**src/rtl/sync_pwm_pkg.sv**
```systemverilog
// Package: shared address map and flag-clear bit layout for the PWM generator.
// Assumes: the write port carries one register per address.
package sync_pwm_pkg;
    localparam int A_PRE  = 0;   // prescale limit
    localparam int A_PER  = 1;   // period top value
    localparam int A_DLY  = 2;   // sync output delay
    localparam int A_CLR  = 3;   // write-one-to-clear of flags
    localparam int A_EDGE = 4;   // first switch-on address, pairs per channel

    localparam int CLR_PERIOD = 0;  // bit clearing the period flag
    localparam int CLR_CAP0   = 1;  // first capture flag bit

    // Address of a channel's switch-on (fall_sel=0) or switch-off (fall_sel=1) count.
    function automatic int edge_addr(input int ch, input bit fall_sel);
        return A_EDGE + 2 * ch + (fall_sel ? 1 : 0);
    endfunction
endpackage

```
**src/rtl/sync_pwm_regs.sv**
```systemverilog
// Module: shadow and active timing registers.
// What: takes writes into shadow copies and moves all of them to the active set
// in one step when load is high.
// Assumes: load is high only on a period wrap with transfer enabled.
module sync_pwm_regs
    import sync_pwm_pkg::*;
#(
    parameter int PRE_W  = 16,
    parameter int CNT_W  = 16,
    parameter int NCH    = 4,
    parameter int ADDR_W = 4,
    parameter int DATA_W = 16
) (
    input  logic                        clk,
    input  logic                        rst_n,
    input  logic                        wr_en,
    input  logic [ADDR_W-1:0]           wr_addr,
    input  logic [DATA_W-1:0]           wr_data,
    input  logic                        load,
    output logic [PRE_W-1:0]            act_pre,
    output logic [CNT_W-1:0]            act_per,
    output logic [CNT_W-1:0]            act_dly,
    output logic [CNT_W-1:0]            dly_nx,
    output logic [NCH-1:0][CNT_W-1:0]   act_on,
    output logic [NCH-1:0][CNT_W-1:0]   act_off
);
    logic [PRE_W-1:0]          sh_pre;
    logic [CNT_W-1:0]          sh_per;
    logic [CNT_W-1:0]          sh_dly;
    logic [NCH-1:0][CNT_W-1:0] sh_on;
    logic [NCH-1:0][CNT_W-1:0] sh_off;

    // Shadow capture of the shared timing registers.
    always_ff @(posedge clk) begin
        if (!rst_n) begin
            sh_pre <= '0;
            sh_per <= '0;
            sh_dly <= '0;
        end else if (wr_en) begin
            if (wr_addr == ADDR_W'(A_PRE)) sh_pre <= wr_data[PRE_W-1:0];
            if (wr_addr == ADDR_W'(A_PER)) sh_per <= wr_data[CNT_W-1:0];
            if (wr_addr == ADDR_W'(A_DLY)) sh_dly <= wr_data[CNT_W-1:0];
        end
    end

    for (genvar i = 0; i < NCH; i++) begin : g_ch
        // Shadow capture of one channel's switch-on and switch-off counts.
        always_ff @(posedge clk) begin
            if (!rst_n) begin
                sh_on[i]  <= '0;
                sh_off[i] <= '0;
            end else if (wr_en) begin
                if (wr_addr == ADDR_W'(edge_addr(i, 1'b0))) sh_on[i]  <= wr_data[CNT_W-1:0];
                if (wr_addr == ADDR_W'(edge_addr(i, 1'b1))) sh_off[i] <= wr_data[CNT_W-1:0];
            end
        end
    end

    // Transfer of the full shadow set into the active set at a permitted wrap.
    always_ff @(posedge clk) begin
        if (!rst_n) begin
            act_pre <= '0;
            act_per <= '0;
            act_dly <= '0;
            act_on  <= '0;
            act_off <= '0;
        end else if (load) begin
            act_pre <= sh_pre;
            act_per <= sh_per;
            act_dly <= sh_dly;
            act_on  <= sh_on;
            act_off <= sh_off;
        end
    end

    // Sync delay value that will be in force after the coming edge.
    always_comb dly_nx = load ? sh_dly : act_dly;

    // Active values only move on load.
    p_active_hold_r4: assert property (@(posedge clk) disable iff (!rst_n)
        !load |=> ($stable(act_per) && $stable(act_pre) && $stable(act_on) && $stable(act_off)));
endmodule

```
**src/rtl/sync_pwm_timebase.sv**
```systemverilog
// Module: prescaler, period counter and sync handling.
// What: divides the clock by pre_lim+1, counts 0..per_lim, restarts on sync_in
// and pulses sync_out when the counter is loaded with the delay value.
// Assumes: per_lim and pre_lim change only at a wrap, when both counters restart.
module sync_pwm_timebase #(
    parameter int PRE_W = 16,
    parameter int CNT_W = 16
) (
    input  logic             clk,
    input  logic             rst_n,
    input  logic [PRE_W-1:0] pre_lim,
    input  logic [CNT_W-1:0] per_lim,
    input  logic [CNT_W-1:0] dly_act,
    input  logic [CNT_W-1:0] dly_nx,
    input  logic             sync_in,
    output logic [CNT_W-1:0] cnt,
    output logic             wrap,
    output logic             sync_out
);
    logic [PRE_W-1:0] pre_cnt;
    logic             tick;
    logic             moved;
    logic [CNT_W-1:0] cnt_nx;

    // Next-state decode for the prescaler and the period counter.
    always_comb begin
        tick  = (pre_cnt >= pre_lim);
        moved = sync_in || tick;
        wrap  = tick && (cnt >= per_lim) && !sync_in;
        if (sync_in)   cnt_nx = '0;
        else if (wrap) cnt_nx = '0;
        else if (tick) cnt_nx = cnt + 1'b1;
        else           cnt_nx = cnt;
    end

    // Counter registers and the sync pulse register.
    always_ff @(posedge clk) begin
        if (!rst_n) begin
            pre_cnt  <= '0;
            cnt      <= '0;
            sync_out <= 1'b0;
        end else begin
            pre_cnt  <= moved ? '0 : pre_cnt + 1'b1;
            cnt      <= cnt_nx;
            sync_out <= moved && (cnt_nx == dly_nx);
        end
    end

    p_cnt_range_r2: assert property (@(posedge clk) disable iff (!rst_n)
        cnt <= per_lim);
    p_hold_between_ticks_r1: assert property (@(posedge clk) disable iff (!rst_n)
        (!tick && !sync_in) |=> $stable(cnt));
    p_sync_restart_r6: assert property (@(posedge clk) disable iff (!rst_n)
        sync_in |=> (cnt == '0));
    p_sync_out_value_r7: assert property (@(posedge clk) disable iff (!rst_n)
        sync_out |-> (cnt == dly_act));
endmodule

```
**src/rtl/sync_pwm_channel.sv**
```systemverilog
// Module: one PWM output channel.
// What: drives the output high inside the window [on_cnt, off_cnt) of the counter,
// and low whenever kill is high.
// Assumes: all inputs are registered, so the output is glitch-limited to one level.
module sync_pwm_channel #(
    parameter int CNT_W = 16
) (
    input  logic [CNT_W-1:0] cnt,
    input  logic [CNT_W-1:0] on_cnt,
    input  logic [CNT_W-1:0] off_cnt,
    input  logic             kill,
    output logic             pwm
);
    // Window compare with trap override.
    always_comb pwm = !kill && (cnt >= on_cnt) && (cnt < off_cnt);
endmodule

```
**src/rtl/sync_pwm_capture.sv**
```systemverilog
// Module: one capture input.
// What: synchronizes an asynchronous event with two flops, detects its rising
// edge, latches the counter and sets a sticky flag.
// Assumes: an event lasts at least two clocks.
module sync_pwm_capture #(
    parameter int CNT_W = 16
) (
    input  logic             clk,
    input  logic             rst_n,
    input  logic             cap_async,
    input  logic [CNT_W-1:0] cnt,
    input  logic             clr,
    output logic [CNT_W-1:0] cap_val,
    output logic             flag
);
    logic s1, s2, s3;
    logic edge_seen;

    // Two-flop synchronizer plus history flop for edge detection.
    always_ff @(posedge clk) begin
        if (!rst_n) begin
            s1 <= 1'b0;
            s2 <= 1'b0;
            s3 <= 1'b0;
        end else begin
            s1 <= cap_async;
            s2 <= s1;
            s3 <= s2;
        end
    end

    always_comb edge_seen = s2 && !s3;

    // Latch the counter and set the flag on a detected edge; the clear loses to the set.
    always_ff @(posedge clk) begin
        if (!rst_n) begin
            cap_val <= '0;
            flag    <= 1'b0;
        end else begin
            if (edge_seen) cap_val <= cnt;
            if (edge_seen)  flag <= 1'b1;
            else if (clr)   flag <= 1'b0;
        end
    end

    p_capture_latch_r8: assert property (@(posedge clk) disable iff (!rst_n)
        edge_seen |=> (flag && (cap_val == $past(cnt))));
endmodule

```
**src/rtl/sync_pwm.sv**
```systemverilog
// Module: top of the chainable multi-channel PWM generator.
// What: ties the register set, the time base, the channels and the capture
// units together, and keeps the period and trap flags and the transfer-enable relay.
// Assumes: PRE_W and CNT_W are no wider than DATA_W, and ADDR_W covers 4+2*NCH addresses.
module sync_pwm
    import sync_pwm_pkg::*;
#(
    parameter int PRE_W  = 16,
    parameter int CNT_W  = 16,
    parameter int NCH    = 4,
    parameter int NCAP   = 2,
    parameter int ADDR_W = 4,
    parameter int DATA_W = 16
) (
    input  logic                   clk,
    input  logic                   rst_n,
    input  logic                   wr_en,
    input  logic [ADDR_W-1:0]      wr_addr,
    input  logic [DATA_W-1:0]      wr_data,
    input  logic                   xfer_en_in,
    output logic                   xfer_en_out,
    input  logic                   sync_in,
    output logic                   sync_out,
    input  logic                   trap_in,
    input  logic [NCAP-1:0]        cap_in,
    output logic [NCH-1:0]         pwm_out,
    output logic [CNT_W-1:0]       cnt_out,
    output logic [NCAP*CNT_W-1:0]  cap_val,
    output logic                   irq_period,
    output logic [NCAP-1:0]        irq_cap,
    output logic                   irq_trap
);
    localparam int CLR_TRAP = CLR_CAP0 + NCAP;

    logic [PRE_W-1:0]          act_pre;
    logic [CNT_W-1:0]          act_per;
    logic [CNT_W-1:0]          act_dly;
    logic [CNT_W-1:0]          dly_nx;
    logic [NCH-1:0][CNT_W-1:0] act_on;
    logic [NCH-1:0][CNT_W-1:0] act_off;
    logic                      wrap;
    logic                      load;
    logic                      clr_wr;
    logic                      trap_q;

    always_comb begin
        load   = wrap && xfer_en_in;
        clr_wr = wr_en && (wr_addr == ADDR_W'(A_CLR));
    end

    sync_pwm_regs #(
        .PRE_W(PRE_W), .CNT_W(CNT_W), .NCH(NCH), .ADDR_W(ADDR_W), .DATA_W(DATA_W)
    ) u_regs (
        .clk(clk), .rst_n(rst_n), .wr_en(wr_en), .wr_addr(wr_addr), .wr_data(wr_data),
        .load(load), .act_pre(act_pre), .act_per(act_per), .act_dly(act_dly),
        .dly_nx(dly_nx), .act_on(act_on), .act_off(act_off)
    );

    sync_pwm_timebase #(.PRE_W(PRE_W), .CNT_W(CNT_W)) u_tb (
        .clk(clk), .rst_n(rst_n), .pre_lim(act_pre), .per_lim(act_per),
        .dly_act(act_dly), .dly_nx(dly_nx), .sync_in(sync_in),
        .cnt(cnt_out), .wrap(wrap), .sync_out(sync_out)
    );

    for (genvar i = 0; i < NCH; i++) begin : g_pwm
        sync_pwm_channel #(.CNT_W(CNT_W)) u_ch (
            .cnt(cnt_out), .on_cnt(act_on[i]), .off_cnt(act_off[i]),
            .kill(trap_q), .pwm(pwm_out[i])
        );
    end

    for (genvar k = 0; k < NCAP; k++) begin : g_cap
        sync_pwm_capture #(.CNT_W(CNT_W)) u_cap (
            .clk(clk), .rst_n(rst_n), .cap_async(cap_in[k]), .cnt(cnt_out),
            .clr(clr_wr && wr_data[CLR_CAP0 + k]),
            .cap_val(cap_val[k*CNT_W +: CNT_W]), .flag(irq_cap[k])
        );
    end

    // Sticky period and trap flags with write-one-to-clear; set wins over clear.
    always_ff @(posedge clk) begin
        if (!rst_n) begin
            irq_period <= 1'b0;
            trap_q     <= 1'b0;
        end else begin
            if (wrap)                                 irq_period <= 1'b1;
            else if (clr_wr && wr_data[CLR_PERIOD])   irq_period <= 1'b0;
            if (trap_in)                              trap_q <= 1'b1;
            else if (clr_wr && wr_data[CLR_TRAP])     trap_q <= 1'b0;
        end
    end

    // One-clock relay of the transfer enable to the next instance.
    always_ff @(posedge clk) begin
        if (!rst_n) xfer_en_out <= 1'b0;
        else        xfer_en_out <= xfer_en_in;
    end

    always_comb irq_trap = trap_q;

    p_trap_quiet_r9: assert property (@(posedge clk) disable iff (!rst_n)
        trap_q |-> (pwm_out == '0));
    p_trap_set_r9: assert property (@(posedge clk) disable iff (!rst_n)
        trap_in |=> irq_trap);
    p_xfer_relay_r5: assert property (@(posedge clk) disable iff (!rst_n)
        1'b1 |=> (xfer_en_out == $past(xfer_en_in)));
    p_wrap_flag_r2: assert property (@(posedge clk) disable iff (!rst_n)
        wrap |=> irq_period);
endmodule

```
**config.mk**
```make
export PLATFORM = sky130hd
export DESIGN_NAME = sync_pwm
export DESIGN_NICKNAME = d
export VERILOG_FILES = /design/src/rtl/sync_pwm_pkg.sv /design/src/rtl/sync_pwm_regs.sv /design/src/rtl/sync_pwm_timebase.sv /design/src/rtl/sync_pwm_channel.sv /design/src/rtl/sync_pwm_capture.sv /design/src/rtl/sync_pwm.sv
export SDC_FILE = /design/constraint.sdc
export NUM_CORES = 1
export LEC_CHECK = 0
export BUFFER_PORTS_ARGS = -buffer_cell sky130_fd_sc_hd__buf_2
export CAP_MARGIN = 5
export CORE_ASPECT_RATIO = 1.75
export CORE_MARGIN = 5
export CORE_UTILIZATION = 45
export DETAILED_ROUTE_END_ITERATION = 8
export PLACE_DENSITY = 0.58
export SLEW_MARGIN = 0
export SYNTH_ARGS = -nofsm -noshare
export SYNTH_HDL_FRONTEND = slang
export SYNTH_HIERARCHICAL = 1
export SYNTH_SLANG_ARGS = --single-unit
```
**constraint.sdc**
```tcl
create_clock -name clk -period 5.6 [get_ports clk]
set_clock_uncertainty 0.1 [all_clocks]
set_input_delay 0.84 -clock clk [delete_from_list [all_inputs] [get_ports clk]]
set_output_delay 0.84 -clock clk [all_outputs]
set_load 0.02 [all_outputs]
```
; ---- Word level (Yosys, flattened, before mapping)
; Index checks and enable logic that the tools add are counted.
[totals]
elab_cells = 116
in_bits = 28
register_bits = 428
[classes]
magnitude_cmp = 10
add_sub_neg = 2
bitwise = 1
eq_ne = 12
reduce_logical = 41
n_mux = 12
[op_table]
columns = operator, count
row1 = greater-or-equal comparator 16 bit, 6
row2 = < comparator 16 bit, 4
row3 = 2-to-1 mux 16 bit, 4
row4 = adder 16 x 1 -> 16 bit (second input constant), 2
row5 = AND reduction 2 bit, 11
row6 = logical AND 1 bit, 19
row7 = == test 16 bit, 1
row8 = == test 4 x 3 -> 1 bit (second input constant), 4
row9 = == test 4 bit (second input constant), 4
row10 = == test 4 x 2 -> 1 bit (second input constant), 2
row11 = 2-to-1 mux 1 bit, 8
row12 = nonzero test 2 bit, 4
row13 = == test 4 x 1 -> 1 bit (second input constant), 1
row14 = zero test 1 bit, 4
row15 = zero test 4 bit, 1
row16 = OR reduction 2 bit, 1
row17 = logical OR 1 bit, 1
row18 = inverter 1 bit, 1

; ---- Longest topological paths before layout
[logic_depth]
ltp_word = 7
depth_mapped = 23

; ---- Cells and area by module
; The synthesis kept the hierarchy.
[by_module_without_submodules]
columns = mod, cells_per_inst, area_each_um2, n_inst
row1 = sync_pwm_regs, 1182, 12948.7, 1
row2 = sync_pwm_channel, 107, 759.5, 4
row3 = sync_pwm_timebase, 372, 2811.4, 1
row4 = sync_pwm_capture, 80, 782.0, 2
row5 = sync_pwm, 15, 137.6, 1

; ---- Least setup slack after synthesis
; No wires, ideal clock.
[synth_path]
path_kind = reg2reg
startpoint = register u_tb.cnt[0]
endpoint = register u_tb.sync_out
required_time_ns = 5.439
setup_slack_ns = 0.623
setup_ns = 0.061
n_path_buf = 3
synth_period_minus_slack_ns = 4.977
path_stages_with_launch = 22
arrival_time_ns = 4.816
path_cell_list = dfxtp_1 > inv_1 > ha_1 > nand2b_1 > a2111oi_0 > o311ai_0 > a31oi_1 > buf_2 > nor3_1 > and2_1 > clkbuf_1 > buf_2 > mux2_2 > or4_1 > nor3_1 > nand3_1 > nor3_1 > o221ai_1 > a211oi_2 > nand3_1 > nor4b_2 > and4_1
[synth_between]
elab_chain_len = 7
elab_cells_between_ends = 11
cone_classes = 1 x add/sub / 1 x order compare / 1 x eq/ne / 4 x mux / 4 x reduce/logical
[synth_rtl]
columns = item, line_no
row1 = start: declaration, sync_pwm_timebase.sv:16  ; output logic [CNT_W-1:0] cnt,
row2 = start signal: assignment, sync_pwm_timebase.sv:44  ; cnt <= cnt_nx;
row3 = greater-or-equal comparator 16 bit, sync_pwm_timebase.sv:29  ; wrap = tick && (cnt >= per_lim) && !sync_in;
row4 = logical AND 1 bit (2 in a row), sync_pwm_timebase.sv:29
row5 = net wrap, sync_pwm.sv:41  ; logic wrap;
row6 = logical AND 1 bit, sync_pwm.sv:47  ; load = wrap && xfer_en_in;
row7 = net load, sync_pwm.sv:42  ; logic load;
row8 = 2-to-1 mux 16 bit, sync_pwm_regs.sv:77  ; always_comb dly_nx = load ? sh_dly : act_dly;
row9 = net dly_nx[10], sync_pwm.sv:38  ; logic [CNT_W-1:0] dly_nx;
row10 = == test 16 bit, sync_pwm_timebase.sv:45  ; sync_out <= moved && (cnt_nx == dly_nx);
row11 = logical AND 1 bit, sync_pwm_timebase.sv:45
row12 = end signal: assignment, sync_pwm_timebase.sv:45
row13 = end: declaration, sync_pwm_timebase.sv:18  ; output logic sync_out
; The timed path passes the listed nets, and every way through them passes these cells.
; A chain may end at the register's enable or synchronous reset.

; ---- Final worst setup path
[layout_path]
startpoint = register u_regs.act_pre[15]
endpoint = register u_tb.sync_out
[layout_between]
elab_chain_len = 7
elab_cells_between_ends = 11
cone_classes = 1 x order compare / 1 x eq/ne / 4 x mux / 5 x reduce/logical
[layout_rtl]
columns = item, line_no
row1 = start: declaration, sync_pwm_regs.sv:20  ; output logic [PRE_W-1:0] act_pre,
row2 = start signal: assignment, sync_pwm_regs.sv:68  ; act_pre <= sh_pre;
row3 = greater-or-equal comparator 16 bit, sync_pwm_timebase.sv:27  ; tick = (pre_cnt >= pre_lim);
row4 = logical AND 1 bit (2 in a row), sync_pwm_timebase.sv:29
row5 = net wrap, sync_pwm.sv:41
row6 = logical AND 1 bit, sync_pwm.sv:47
row7 = net load, sync_pwm.sv:42
row8 = 2-to-1 mux 16 bit, sync_pwm_regs.sv:77
row9 = net dly_nx[9], sync_pwm.sv:38
row10 = == test 16 bit, sync_pwm_timebase.sv:45
row11 = logical AND 1 bit, sync_pwm_timebase.sv:45
; The timed path passes the listed nets, and every way through them passes these cells.

==> results.ini <==
[synthesis]
ys_warn_count=6
ys_seq_area_share_pct=41.80
ys_types=72
netlist_instances=2157
synth-seq-cells=428
syn_area_um2=20500
synth_area_per_cell_um2=9.504
synth_ff_type=dfxtp_1
synth-edff-count=0
async_flop_share_pct=0
synth.net_count=2343

[outcome]
outcome=completed

[cells_and_area]
final_layout_size_suffix_gt1_share_pct=10.19
final_common_cell=dfxtp_1
seqCellArea_um2=8568
multiInputGateArea_um2=10690
mostFrequentLayoutCells=dfxtp_1 (428), mux2i_1 (368), nand2_1 (308)
finalNonFillerCells=2817
nFillCells=4267
finalNetCount=2391
syn_to_final_growth_pct=11.38

[critical_path]
path_buf_inv=1
reg2reg_to=u_tb/sync_out
crit_chain=inv_1, ha_1, nand4_2, nor3_2, or4b_1, and3_4, nor3_1, and2_4, mux2_2, or4_1, nor3_1, nand3_1, nor3_1, o221ai_1, a211oi_2, nand3_1, nor4b_2, and4_1
cp_slowest_cell=or4b_1
critPathKind=reg2reg
ff2ff_path_depth=18
crit_path_end_kind=flop
arrival_ns=5.48
cpMostUsedCell=nor3_1
start_kind=flop
r2r_slack_ns=0.50
r2r_start=u_regs/act_pre[15]
cp_max_fo=17
slowest_delay_ns=0.69
cp_top_family=simple AND/OR/NAND/NOR gates
worstPathRequired_ns=5.99

[clock_tree]
cts-root-buf=clkbuf_16
clock-sinks=428
post-cts-setup-buffer-count=0
ctsResizeCount=0
cts_buffers=41
clockBufferDepth=3
clk_pin_slew_worst_paths_ns=0.07
cts_tree=built
cts_max_level=2
cts_hold_buf=0
clock_latency_ns=0.55

[timing]
layout_min_cycle_time_ns=5.098
tns_ns=0
hold_slack_ns=0.3392
hold_viol_final=0
setup_slack_ns=0.5025
drv_slew=0
max_clock_freq_mhz=196.2
period_share_pct=91.03
setup_viol=0
grt_setup_unrepaired=no
tightestPinTransition_ns=1.142
slew_headroom_pct=23.70

[detailed_routing]
vias_per_cell=5.317
met1_length_um=22470
wl_um=55470
top_layer_used=met5
vias=14980
wl_per_cell_um=19.69
met2_length_um=28990
first_pass_iters=5
drt_iter0_drc=651
route.met3.wl_um=2027
postRouteAntennaNets=0
drcViolationCount=0

[min_path]
worst_hold_path_type=reg2reg
min_to=g_cap[1].u_cap/s2
hp-start=g_cap[1].u_cap/s1
holdPathStages=1

[floorplanning]
fp.dieH_um=292.4
io-pin-count=86
dieArea_um2=50090
core_um2=45110
start_util_pct=45.45
placement_rows=103
die_w_um=171.3

[grt]
grt-ovfl-total=0
grt_max_degree=161
antenna_found_initial=3
grt_pass1_vias=15280
grt_usage_pct=22.08
grt_pass1_wl_um=86260

[placed_design]
gp_congestion=0.9358
io_buffers=85
pre_cts_ws_ns=0.5898
dpl.cell_count=2739
dpl.hpwl_um=36000

[power]
ir_worst_vdd_mv=0.2244
powerDensity_nw_per_um2=284.0
leakagePower_nw=9.099

[run]
maxCapViolCount=0

## logic make-up (layout without fill, tap and decap cells)
logic type,after synthesis,in the layout,synth area share [%]
flip-flops,428,428,41.80
adder cells (fa/ha/maj),158,158,9.644
multiplexers,385,385,18.92
AND/OR/NAND/NOR,696,696,17.05
AO/OA/AOI/OAI,175,175,5.408
XOR/XNOR,26,26,1.111
buffers and inverters,289,370,6.067
other,0,2,0
## registers in the layout (all words and copies together), names as in the netlist, 2 cells and up
register	cells
u_tb/cnt	16
u_regs/act_pre	16
u_regs/act_per	16
u_regs/sh_on	64
u_regs/sh_pre	16
g_cap.u_cap/cap_val	32
u_tb/pre_cnt	16
u_regs/sh_dly	16
g_cap.u_cap/s2	2
g_cap.u_cap/s3	2
u_regs/act_dly	16
u_regs/sh_off	64
g_cap.u_cap/flag	2
u_regs/act_on	64
u_regs/sh_per	16
g_cap.u_cap/s1	2
u_regs/act_off	64
## worst register-to-register path, delay by kind of cell (launching register included)
| kind | cells | cell delay, ns |
|---|---|---|
| buffers and inverters | 1 | 0.05 |
| adder cells (fa/ha/maj) | 1 | 0.33 |
| flip-flops | 1 | 0.33 |
| AND/OR/NAND/NOR | 13 | 3.50 |
| AO/OA/AOI/OAI | 2 | 0.38 |
| multiplexers | 1 | 0.37 |
## layout make-up
class | count | share of cell area [%]
Multi-Input combinational cell | 1440 | 46.82
Sequential cell | 428 | 37.53
Clock buffer | 60 | 5.343
Tap cell | 577 | 3.162
Timing Repair Buffer | 121 | 3.146
Inverter | 173 | 2.844
Clock inverter | 16 | 1.134
Antenna cell | 2 | 0.02192
## cell usage after synthesis (24+ instances only)
master	count	area, um^2
dfxtp_1	428	8568
a21oi_1	63	315.3
nor2_1	58	217.7
o21ai_0	28	140.1
inv_1	173	649.4
nand2_1	308	1156
and2_1	24	150.1
nand3_1	30	150.1
mux2i_1	368	3684
clkbuf_1	63	236.5
ha_1	158	1977
nor2b_1	162	1013
buf_2	32	160.2
nand4_1	30	187.7
## worst max-delay path by stage
stage	start	to	slack [ns]	cells past startpoint
final	u_regs/act_pre[15]	u_tb/sync_out	0.50	18
after global routing	u_regs/act_pre[15]	u_tb/sync_out	0.09	18
after CTS	u_regs/act_pre[15]	u_tb/sync_out	0.56	18
after detailed placement	u_regs/act_pre[15]	u_tb/sync_out	0.59	18
after global placement	u_regs/act_pre[13]	u_tb/sync_out	0.68	18
after floorplan	u_tb/cnt[0]	u_tb/sync_out	0.62	21
## per-layer routing
metal | vias up | GRT usage, %
met5 | - | 0
met4 | 2 | 7.909
met3 | 125 | 2.687
met2 | 285 | 40.97
met1 | 7216 | 25.73
li1 | 7350 | -
## per-stage QoR
step | power (mW) | cell area [um^2] | utilization (%)
detailed placement | 3.507 | 21350 | 47.33
CTS | 6.558 | 22830 | 50.61
global placement | 3.502 | 21350 | 47.33
finish | 6.485 | 22830 | 50.62
floorplan | 3.396 | 20500 | -
global route | 6.690 | 22830 | 50.61
## power by group
| group | switching [mW] | internal [mW] |
|---|---|---|
| combinational | 0.227 | 0.121 |
| sequential | 0.0150 | 3.07 |
| clock | 1.21 | 1.84 |
(Power assumes the default switching activity.)
